### config.mk
export PLATFORM = sky130hd
export DESIGN_NAME = order_gate
export DESIGN_NICKNAME = d
export VERILOG_FILES = /design/src/rtl/order_gate_pkg.sv /design/src/rtl/order_gate_ctrl.sv /design/src/rtl/order_gate_dp.sv /design/src/rtl/order_gate.sv
export SDC_FILE = /design/constraint.sdc
export NUM_CORES = 1
export LEC_CHECK = 0
export BUFFER_PORTS_ARGS = -buffer_cell sky130_fd_sc_hd__clkbuf_2
export CORE_MARGIN = 5
export CORE_UTILIZATION = 40
export DETAILED_ROUTE_END_ITERATION = 8
export HOLD_SLACK_MARGIN = 0.08
export SLEW_MARGIN = 20
export SYNTH_ARGS = -nofsm -noshare
export SYNTH_HDL_FRONTEND = slang
export SYNTH_SLANG_ARGS = --single-unit
export TNS_END_PERCENT = 50
### constraint.sdc
create_clock -name clk -period 9.74 [get_ports clk]
set_clock_uncertainty 0.15 [all_clocks]
set_input_delay 0.487 -clock clk [delete_from_list [all_inputs] [get_ports clk]]
set_output_delay 0.487 -clock clk [all_outputs]
set_load 0.05 [all_outputs]
### src/rtl/order_gate_pkg.sv
package order_gate_pkg;

  typedef enum logic [1:0] {
    MODE_LOOSE  = 2'b00,
    MODE_STRICT = 2'b01,
    MODE_PKT    = 2'b10,
    MODE_RSVD   = 2'b11
  } ordMode_e;

  // strobes from control to datapath
  typedef struct packed {
    logic incWr;
    logic incRd;
    logic decWr;
    logic decRd;
    logic setErr;
  } gateStb_t;

endpackage

### src/rtl/order_gate_ctrl.sv
module order_gate_ctrl
  import order_gate_pkg::*;
#(
  parameter int CNT_W = 4
) (
  input  logic             reqValid,
  input  logic             reqIsWrite,
  input  logic [1:0]       reqMode,
  input  logic             reqRelaxed,
  input  logic             issueReady,
  input  logic             cplValid,
  input  logic             cplIsWrite,
  input  logic [CNT_W-1:0] wrCnt,
  input  logic [CNT_W-1:0] totCnt,
  output logic             allowed,
  output gateStb_t         stb
);
  localparam logic [CNT_W-1:0] CNT_MAX = {CNT_W{1'b1}};

  logic [CNT_W-1:0] rdCnt, wrEff, totEff;
  logic cplWrOk, cplRdOk, orderOk, roomOk, fire;
  ordMode_e mode;

  assign rdCnt   = totCnt - wrCnt;
  assign cplWrOk = cplValid &&  cplIsWrite && (wrCnt != '0);
  assign cplRdOk = cplValid && !cplIsWrite && (rdCnt != '0);
  // counts as they stand once this cycle's completion is applied
  assign wrEff   = wrCnt  - CNT_W'(cplWrOk);
  assign totEff  = totCnt - CNT_W'(cplWrOk || cplRdOk);
  assign mode    = ordMode_e'(reqMode);

  always_comb begin
    unique case (mode)
      MODE_LOOSE: orderOk = reqIsWrite ? 1'b1 : (wrEff == '0);
      MODE_PKT:   orderOk = (reqIsWrite && reqRelaxed) ? 1'b1 : (wrEff == '0);
      default:    orderOk = (totEff == '0);
    endcase
  end

  assign roomOk  = (totEff != CNT_MAX) && (!reqIsWrite || (wrEff != CNT_MAX));
  assign allowed = orderOk && roomOk;
  assign fire    = reqValid && allowed && issueReady;

  always_comb begin
    stb.incWr  = fire &&  reqIsWrite;
    stb.incRd  = fire && !reqIsWrite;
    stb.decWr  = cplWrOk;
    stb.decRd  = cplRdOk;
    stb.setErr = cplValid && !cplWrOk && !cplRdOk;
  end
endmodule

### src/rtl/order_gate_dp.sv
module order_gate_dp
  import order_gate_pkg::*;
#(
  parameter int CNT_W = 4
) (
  input  logic             clk,
  input  logic             rstN,
  input  gateStb_t         stb,
  output logic [CNT_W-1:0] wrCnt,
  output logic [CNT_W-1:0] totCnt,
  output logic             errFlag
);
  localparam logic [CNT_W-1:0] CNT_MAX = {CNT_W{1'b1}};

  logic incTot, decTot;
  assign incTot = stb.incWr || stb.incRd;
  assign decTot = stb.decWr || stb.decRd;

  always_ff @(posedge clk) begin
    if (!rstN) begin
      wrCnt   <= '0;
      totCnt  <= '0;
      errFlag <= 1'b0;
    end else begin
      if (stb.incWr && !stb.decWr && wrCnt != CNT_MAX) wrCnt <= wrCnt + 1'b1;
      else if (stb.decWr && !stb.incWr && wrCnt != '0) wrCnt <= wrCnt - 1'b1;
      if (incTot && !decTot && totCnt != CNT_MAX) totCnt <= totCnt + 1'b1;
      else if (decTot && !incTot && totCnt != '0) totCnt <= totCnt - 1'b1;
      if (stb.setErr) errFlag <= 1'b1;
    end
  end
endmodule

### src/rtl/order_gate.sv
module order_gate
  import order_gate_pkg::*;
#(
  parameter int CNT_W = 4,
  parameter int TAG_W = 8
) (
  input  logic             clk,
  input  logic             rstN,
  input  logic             reqValid,
  output logic             reqReady,
  input  logic             reqIsWrite,
  input  logic [1:0]       reqMode,
  input  logic             reqRelaxed,
  input  logic [TAG_W-1:0] reqTag,
  output logic             issueValid,
  input  logic             issueReady,
  output logic             issueIsWrite,
  output logic [TAG_W-1:0] issueTag,
  input  logic             cplValid,
  input  logic             cplIsWrite,
  output logic             cplErr
);
  gateStb_t         stb;
  logic             allowed;
  logic [CNT_W-1:0] wrCnt, totCnt;

  order_gate_ctrl #(.CNT_W(CNT_W)) ctrl_i (
    .reqValid(reqValid), .reqIsWrite(reqIsWrite), .reqMode(reqMode),
    .reqRelaxed(reqRelaxed), .issueReady(issueReady), .cplValid(cplValid),
    .cplIsWrite(cplIsWrite), .wrCnt(wrCnt), .totCnt(totCnt),
    .allowed(allowed), .stb(stb)
  );

  order_gate_dp #(.CNT_W(CNT_W)) dp_i (
    .clk(clk), .rstN(rstN), .stb(stb),
    .wrCnt(wrCnt), .totCnt(totCnt), .errFlag(cplErr)
  );

  assign issueValid   = reqValid && allowed;
  assign reqReady     = issueValid && issueReady;
  assign issueIsWrite = reqIsWrite;
  assign issueTag     = reqTag;
endmodule

# Word level (Yosys, flattened, before mapping)
# Index checks and enable logic that the tools add are counted.
[totals]
ff_bits = 9
wordCells = 61
[op_classes]
add_sub_neg = 7
n_eq_ne = 5
mux = 7
n_reduce_logical = 39
[ops]
columns = ["op", "n"]
rows = [
  ["1-bit logical AND", 21],
  ["4-bit two-way mux", 4],
  ["4-bit != test, second input constant", 4],
  ["4-bit nonzero test", 3],
  ["4-bit by 1-bit adder with 4-bit output, second input constant", 2],
  ["4-bit logical NOT", 2],
  ["4-bit by 1-bit subtractor with 4-bit output", 2],
  ["4-bit by 1-bit subtractor with 4-bit output, second input constant", 2],
  ["1-bit logical NOT", 7],
  ["2-bit nonzero test", 2],
  ["4-bit subtractor", 1],
  ["1-bit logical OR", 3],
  ["2-bit == test, second input constant", 1],
  ["2-bit logical NOT", 1],
  ["1-bit two-way mux", 2],
  ["1-bit case mux with 2 select lines", 1],
]

# Logic depth before layout (Yosys ltp)
# Gate-level depths: netlist of the first run.
[logic_depth]
depth_word = 17
mapped_depth = 20
mapped_depth_nobuf = 20

# By module
# From an unflattened synthesis of the first run, not the netlist that was laid out.
[hier_totals]
cells_unflattened = 123
area_unflattened_um2 = 1052.3
[by_module_without_submodules]
columns = ["module", "instances", "cells_each", "area_each_um2"]
rows = [
  ["order_gate_dp", 1, 59, 604.3],
  ["order_gate_ctrl", 1, 53, 367.9],
  ["order_gate", 1, 11, 80.1],
]

# Least setup slack after synthesis of the first run
# OpenSTA, ideal clock, no wires.
[synth_timing]
path_type = "reg2reg"
startpoint = "register dp_i.wrCnt[2]"
endpoint = "register dp_i.totCnt[3]"
arrival_time_ns = 4.112
setup_slack_ns = 5.357
stages_incl_launch_ff = 21
cell_sequence = "dfxtp_1 inv_1 ha_1 and3b_1 or3_1 a211oi_2 o21ai_2 ha_1 ha_1 xnor2_1 nand3_1 o21ai_1 nand4_4 nor3b_2 inv_1 ha_1 a21o_1 a21oi_1 and4_1 o21a_1 nor3_2"
[synth_via]
elab_chain_len = 16
elab_cells_between_ends = 31
cone_classes = "add/sub (3); eq/ne (2); mux (4); reduce/logical (22)"
[synth_rtl]
columns = ["element", "line", "source"]
rows = [
  ["from (decl)", "order_gate_dp.sv:9", "output logic [CNT_W-1:0] wrCnt,"],
  ["from (signal assigned)", "order_gate_dp.sv:25", "if (stb.incWr && !stb.decWr && wrCnt != CNT_MAX) wrCnt <= wrCnt + 1'b1;"],
  ["from (signal assigned)", "order_gate_dp.sv:26", "else if (stb.decWr && !stb.incWr && wrCnt != '0) wrCnt <= wrCnt - 1'b1;"],
  ["4-bit subtractor", "order_gate_ctrl.sv:24", "assign rdCnt = totCnt - wrCnt;"],
  ["4-bit nonzero test", "order_gate_ctrl.sv:26", "assign cplRdOk = cplValid && !cplIsWrite && (rdCnt != '0);"],
  ["1-bit logical AND", "order_gate_ctrl.sv:26", ""],
  ["1-bit logical OR", "order_gate_ctrl.sv:29, order_gate_dp.sv:17", ""],
  ["4-bit by 1-bit subtractor with 4-bit output", "order_gate_ctrl.sv:29", "assign totEff = totCnt - CNT_W'(cplWrOk || cplRdOk);"],
  ["4-bit logical NOT / 4-bit != test (equally long branches)", "order_gate_ctrl.sv:36, order_gate_ctrl.sv:40", ""],
  ["1-bit case mux with 2 select lines / 1-bit logical AND (equally long branches)", "order_gate_ctrl.sv:33, order_gate_ctrl.sv:40", ""],
  ["1-bit logical AND", "order_gate_ctrl.sv:41", "assign allowed = orderOk && roomOk;"],
  ["1-bit logical AND (2 in series)", "order_gate_ctrl.sv:42", "assign fire = reqValid && allowed && issueReady;"],
  ["1-bit logical AND, on equally long branches", "order_gate_ctrl.sv:45, order_gate_ctrl.sv:46", ""],
  ["1-bit logical OR", "order_gate_dp.sv:16", "assign incTot = stb.incWr || stb.incRd;"],
  ["1-bit logical NOT", "order_gate_dp.sv:28", "else if (decTot && !incTot && totCnt != '0) totCnt <= totCnt - 1'b1;"],
  ["1-bit logical AND (2 in series)", "order_gate_dp.sv:28", ""],
  ["2-bit nonzero test (no line)", "n/a", ""],
  ["to (signal assigned)", "order_gate_dp.sv:27", "if (incTot && !decTot && totCnt != CNT_MAX) totCnt <= totCnt + 1'b1;"],
  ["to (signal assigned)", "order_gate_dp.sv:28", ""],
  ["to (decl)", "order_gate_dp.sv:10", "output logic [CNT_W-1:0] totCnt,"],
]
# Several ways; a longest one is shown, not always the timed one.
# A chain may end at the register's enable or synchronous reset.

# Worst setup path after layout of the first run
[layout_timing]
startpoint = "register dp_i.wrCnt[2]"
endpoint = "register dp_i.wrCnt[3]"
[layout_via]
elab_chain_len = 15
elab_cells_between_ends = 33
cone_classes = "add/sub (5); eq/ne (3); mux (5); reduce/logical (20)"
[layout_rtl]
columns = ["element", "line", "source"]
rows = [
  ["4-bit subtractor", "order_gate_ctrl.sv:24", ""],
  ["4-bit nonzero test", "order_gate_ctrl.sv:26", ""],
  ["1-bit logical AND", "order_gate_ctrl.sv:26", ""],
  ["1-bit logical OR", "order_gate_ctrl.sv:29", ""],
  ["4-bit by 1-bit subtractor with 4-bit output", "order_gate_ctrl.sv:29", ""],
  ["4-bit logical NOT / 4-bit != test (equally long branches)", "order_gate_ctrl.sv:36, order_gate_ctrl.sv:40", ""],
  ["1-bit case mux with 2 select lines / 1-bit logical AND (equally long branches)", "order_gate_ctrl.sv:33, order_gate_ctrl.sv:40", ""],
  ["1-bit logical AND", "order_gate_ctrl.sv:41", ""],
  ["1-bit logical AND (2 in series)", "order_gate_ctrl.sv:42", ""],
  ["1-bit logical AND", "order_gate_ctrl.sv:45", "stb.incWr = fire && reqIsWrite;"],
  ["1-bit logical NOT", "order_gate_dp.sv:26", ""],
  ["1-bit logical AND (2 in series)", "order_gate_dp.sv:26", ""],
  ["2-bit nonzero test (no line)", "n/a", ""],
]
# Several ways; a longest one is shown, not always the timed one. The select of a mux whose other input is x is not followed.

==> results of run 1 <==
-- worst paths after layout --
check	start	slack (ps)	end
min	dp_i.errFlag	320	dp_i.errFlag
min reg2reg	dp_i.errFlag	320	dp_i.errFlag
max reg2reg	dp_i.wrCnt[2]	4940	dp_i.wrCnt[3]
max	dp_i.wrCnt[2]	4940	dp_i.wrCnt[3]
-- per-stage QoR --
step | utilization (%) | hold WS (ps)
finish | 44.3 | 324
detailed placement | 43.2 | 314
floorplan | - | 358
global placement | 43.2 | 297
CTS | 44.3 | 328
global route | 44.3 | 351
-- registers in the layout, summed over array words and instances (netlist names) --
name / cells
dp_i.errFlag: 1
dp_i.totCnt: 4
dp_i.wrCnt: 4
-- power by group through the flow --
stage	logic, mW	clock network (mW)	registers (mW)
floorplan	0.232	0	0.0737
global placement	0.262	0	0.0797
detailed placement	0.267	0	0.0806
CTS	0.270	0.0308	0.0797
global route	0.300	0.0327	0.0834
finish	0.267	0.0294	0.0797
-- critical path, cell delays in order (launching register included) --
cell and delay [ps]:
dfxtp_1 420, inv_1 120, ha_1 330, and3b_1 200, or3_1 380, a211oi_2 240, o21ai_2 160, ha_1 250
ha_1 190, xnor2_1 200, nand3_1 100, o21ai_1 230, nand4_4 210, nor3_2 230, inv_2 120, ha_1 300
a21o_1 110, a21oi_1 100, nor2_1 140, or4b_1 450, o311ai_1 90
-- per-layer routing --
layer  up-vias  wire length [um]
met5         -                 0
met4         0                92
met3        10                69
met2        11              1090
met1       382               907
li1        449                 -
-- kinds of logic after synthesis --
kind of cell,after synthesis,share of synthesized area [%]
simple gates,41,26.1
compound gates,25,18.4
buf+inv,23,11.6
fa+ha+maj,13,17.0
flops,9,17.2
xor+xnor,8,6.71
mux,3,2.87
-- layout by cell type (no fill, tap or decap), types with 4 or more instances in the layout --
cell type	instances
inv_1	10
a21oi_1	8
ha_1	11
dfxtp_1	9
xnor2_1	5
clkbuf_2	13
nor3_1	4
nand2_1	11
-- cell type report --
type,count,area [sq um]
fill,252,1380
multi-input combinational,90,743
sequential,9,180
timing repair buffer,13,65.1
inverter,12,45.0
tap,30,37.5
clock buffer,4,26.3
==> metrics, run 1 <==
dpl cells 154; Placer Congestion 0.842; Final nets 160; Most used DFF post-synth dfxtp_1; Detailed Place HPWL 1.77 mm; RSZ-0062 raised after global routing no; Worst-path clk slew 60 ps; Int Pwr 0.183 mW; Post-synth EDFFs 0; f_max 208 MHz; most crowded layer after global routing met2; sw power 0.192 mW; minimum clock period 4800 ps; top cell type's share of synthesized area 17.2%; Worst Setup Slack, final 4940 ps; DIE AREA 3730 sq um; Net Sw Frac 51.2%; Remaining DRCs 0; status finished, final reports clean; Skew-Pair Late Insertion Delay 260 ps; pre-CTS setup slack 4970 ps; clock sink total 9; Clock power frac 7.8%; met3 Use GR 3.98%; IO Pins 30; Area Growth Syn to Fin 5.03%; ANT nets after route 0; cell area after synthesis 1040 sq um; via count 852; Worst Hold Class flip-flop to flip-flop; Post-CTS Hold Buffers 0; critical path type flip-flop to flip-flop; final setup vio count 0; flops & latches, synth 9; hold path depth 2; Vias/cell 5.39; Port Buffers 13; diode count 0; Seq/Total Area, Yosys 17.2%; DRT Wirelength 2.16 mm; Resized Gates After CTS 0; die width 61.1 um; grt total ovfl 0; peak supply drop 0.000193 V; Gate power share 71.0%; power per cell area 342 nW/um^2; Setup crit end kind flip-flop; Non-Filler Instances 158; TritonCTS Buffers 3; final hold vios 0; setup TNS 0 ps; Yosys cell types 44; placed cell area 1070 sq um; WP data arrival 4810 ps; post-route design area 1100 sq um; worst reg2reg path depth 20; part of the cycle the worst path needs 49.3%; Post-Synthesis Cells 122; CORE AREA 2480 sq um; GR Util All Layers 12.9%; met2 Use GR 23.4%; Seq pwr share 21.2%; DRT iter0 DRCs 22; H-tree levels 1; Worst Tran Pin Value 479 ps; Ys Warns 0; WL/cell 13.7 um; vias in the first global route 837; initial antenna violation count 0; GRT met1 Usage 13.9%; final total power 0.376 mW; max-slew violation total from the final report 0; Max Root-Sink Buffers 2; biggest area consumer among synthesized cells dfxtp_1; Synth area leaders dfxtp_1, ha_1, buf_4; Worst Path Max Fanout 7; largest net degree at the start of global routing 9; Max-Cap Viols 0; Post-CTS Setup Repair Bufs 0; Initial Util 42.2%; Synthesized Nets 153; Initial DRT Pass Iterations 4; chip height 61.1 um; share of cells above drive strength 1 21.9%; CP required 9750 ps; CTS tree yes; Root Driver clkbuf_4; Startpoint Class flip-flop; site row count 18; syn_area_per_cell 8.56 sq um; first-pass GRT wire length 3.62 mm; Max transition margin 68.0%; Pleak 0.484 nW; asr flop ratio synth 0%; Synth top cells by count ha_1, nand2_1, inv_1
Power figures use the tool's default switching activity.
==> inputs of run 2 (changes only) <==
Settings changed: PLACE_DENSITY set to 0.67.
Clock period 9.74 ns to 4.2 ns, I/O delays scaled along.
==> run 2 against run 1 <==
  * Largest power group unchanged
  * Global-route usage rose by 2.6 points
  * Highest routed layer unchanged
  * Combinational power rose to 3.3 times the previous value
  * Critical path depth did not move
  * Wire length rose by 22%
  * Largest cell class unchanged
  * Design area rose by 25%
  * Hold slack got worse by 190 ps
  * Core utilization rose by 11 points
  * Critical endpoint unchanged
  * Die area did not move
==> metrics, run 2 (synthesized netlist as in run 1, its figures left out) <==
diode count 0 (unchanged); grt total ovfl 0 (unchanged); initial antenna violation count 0 (unchanged); Worst Hold Class primary input to flip-flop; H-tree levels 1 (unchanged); crit path max-delay cell type or4b_4; part of the cycle the worst path needs 99.3% (+50 points); Worst-path clk slew 70 ps (about the same); Area Growth Syn to Fin 31.7%; GR Util All Layers 15.5% (+2.6 points); Worst Hold Slack 131 ps (-192 ps); Int Pwr 0.579 mW (+220%); WL/cell 14.5 um (+6.2%); power per cell area 806 nW/um^2 (+140%); ANT nets after route 0 (unchanged); Worst Tran Pin Value 316 ps (-163 ps); CTS tree yes; IO Pins 30 (unchanged); status finished, final reports clean; Max transition margin 78.8% (+11 points); CORE AREA 2480 sq um (unchanged); Initial Util 42.2% (unchanged); WP buf/inv 2 (unchanged); clock sink total 9 (unchanged); hold path depth 3 (+1); Final nets 183 (+14%); DRT iter0 DRCs 18 (-18%); first-pass GRT wire length 4.37 mm (+21%); Startpoint Class flip-flop; RSZ-0062 raised after global routing yes; cell mode on critical path ha_4; setup TNS 0 ps (unchanged); Port Buffers 13 (unchanged); worst reg2reg path depth 20 (unchanged); Setup crit end kind flip-flop; Pleak 0.606 nW (+25%); TritonCTS Buffers 3 (unchanged); peak supply drop 0.000441 V (+130%); DIE AREA 3730 sq um (unchanged); Initial DRT Pass Iterations 4 (unchanged); f_max 240 MHz (+15%); RR Endpoint dp_i.wrCnt[3]; Gate power share 79.7% (+8.7 points); DRT Wirelength 2.63 mm (+22%); final hold vios 0 (unchanged); via count 982 (+15%); Clock power frac 6.5% (-1.3 points); worst-path cell chain inv_4 -> ha_4 -> a21o_1 -> or3_1 -> a211oi_2 -> o21ai_2 -> ha_2 -> ha_4 -> xnor2_2 -> nand3_1 -> o21ai_2 -> nand4_4 -> nor3_4 -> inv_2 -> ha_4 -> a21o_1 -> a21oi_2 -> nor2_2 -> or4b_4 -> o311ai_2; Remaining DRCs 0 (unchanged); family with the most delay on the worst path simple AND/OR/NAND/NOR gates; Final Util 55.6% (+11 points); Vias/cell 5.43 (+0.61%); Root Driver clkbuf_4; Seq pwr share 13.8% (-7.4 points); Max Root-Sink Buffers 2 (unchanged); Worst Path Max Fanout 4 (-3); most frequent cells in the layout buf_4, clkbuf_2, nand2_1; die width 61.1 um (unchanged); final setup vio count 0 (unchanged); site row count 18 (unchanged); max incr delay on CP 470 ps (+20 ps); WP data arrival 4200 ps (-610 ps); top flop regs dp_i.totCnt x4, dp_i.wrCnt x4, dp_i.errFlag x1; share of cells above drive strength 1 45.0% (+23 points); hold path start rstN; chip height 61.1 um (unchanged); max-slew violation total from the final report 0 (unchanged); Net Sw Frac 47.8% (-3.4 points); hold worst-path end dp_i.totCnt[0]; Non-Filler Instances 181 (+15%); critical path type flip-flop to flip-flop; Max-Cap Viols 0 (unchanged); R2R setup slack 30 ps (-4910 ps); Detailed Place HPWL 2.12 mm (+20%); r2r startpoint dp_i.wrCnt[2]; most common cell after layout, fill and taps aside buf_4; Skew-Pair Late Insertion Delay 270 ps (about the same); dpl cells 170 (+10%); vias in the first global route 1010 (+21%); CP required 4230 ps (-5520 ps); sw power 0.530 mW (+180%); minimum clock period 4170 ps (-632 ps); Placer Congestion 0.838 (-0.51%); largest net degree at the start of global routing 9 (unchanged); final total power 1.11 mW (+200%)
[run 2: cell types whose count changed in the layout (fill, tap and decap cells not counted), sizes merged]
cell / before / now
dlygate4sd3: 0 / 1
buf: 0 / 22
[run 2: area by class of cell]
class / instances / area (sq um)
clock buffers: 4 / 26.3
fillers: 248 / 1100
inverters: 12 / 47.5
multi-input cells: 90 / 841
flip-flops and latches: 9 / 184
well taps: 30 / 37.5
repair buffers: 36 / 240
[run 2: layer usage]
metal / up-vias / GRT usage [%] / routed length (um)
li1: 492 / - / -
met1: 472 / 17.1 / 1080
met2: 9 / 28.1 / 1420
met3: 9 / 5.66 / 99
met4: 0 / 4.02 / 27
met5: - / 0 / 0
[run 2: worst reg2reg max path, delay by kind of cell, from the launching register on]
family | cells | cell delay [ps]
compound gates | 7 | 970
xor+xnor | 1 | 180
fa+ha+maj | 4 | 830
buf+inv | 2 | 130
flops | 1 | 350
simple gates | 6 | 1480
[run 2: through the flow]
stage | setup slack, ps | instance area (sq um)
detailed placement | -98.3 | 1220
finish | 30.2 | 1380
CTS | 2.17 | 1280
global placement | 88.1 | 1220
floorplan | 15.7 | 1080
global route | -148 | 1380
[run 2: worst max-delay path by stage]
stage	start	to	slack, ps	cells after the start
2_1_floorplan	dp_i.wrCnt[1]	dp_i.totCnt[3]	20	20
3_3_place_gp	dp_i.wrCnt[2]	dp_i.wrCnt[3]	90	20
3_5_place_dp	dp_i.wrCnt[2]	dp_i.wrCnt[3]	-100	20
4_1_cts	dp_i.wrCnt[1]	dp_i.totCnt[3]	2	20
5_1_grt	dp_i.wrCnt[2]	dp_i.wrCnt[3]	-150	20
6_report	dp_i.wrCnt[2]	dp_i.wrCnt[3]	30	20
[run 2: power by group through the flow]
stage	Sequential [mW]	Combinational, mW	Clock, mW
2_1_floorplan	0.175	0.564	0
5_1_grt	0.158	0.975	0.0830
3_5_place_dp	0.149	0.783	0
4_1_cts	0.148	0.815	0.0752
3_3_place_gp	0.148	0.744	0
6_report	0.153	0.884	0.0725
[run 2: repair_timing]
action / 4_1_cts / 5_1_grt
endpoints found under the setup margin: 2 / 4
gates resized for setup: 3 / 12
buffers inserted: 2 / 4
pin swaps: 5 / 17
hold endpoints to repair: 1 / 0
hold buffers: 1 / 0
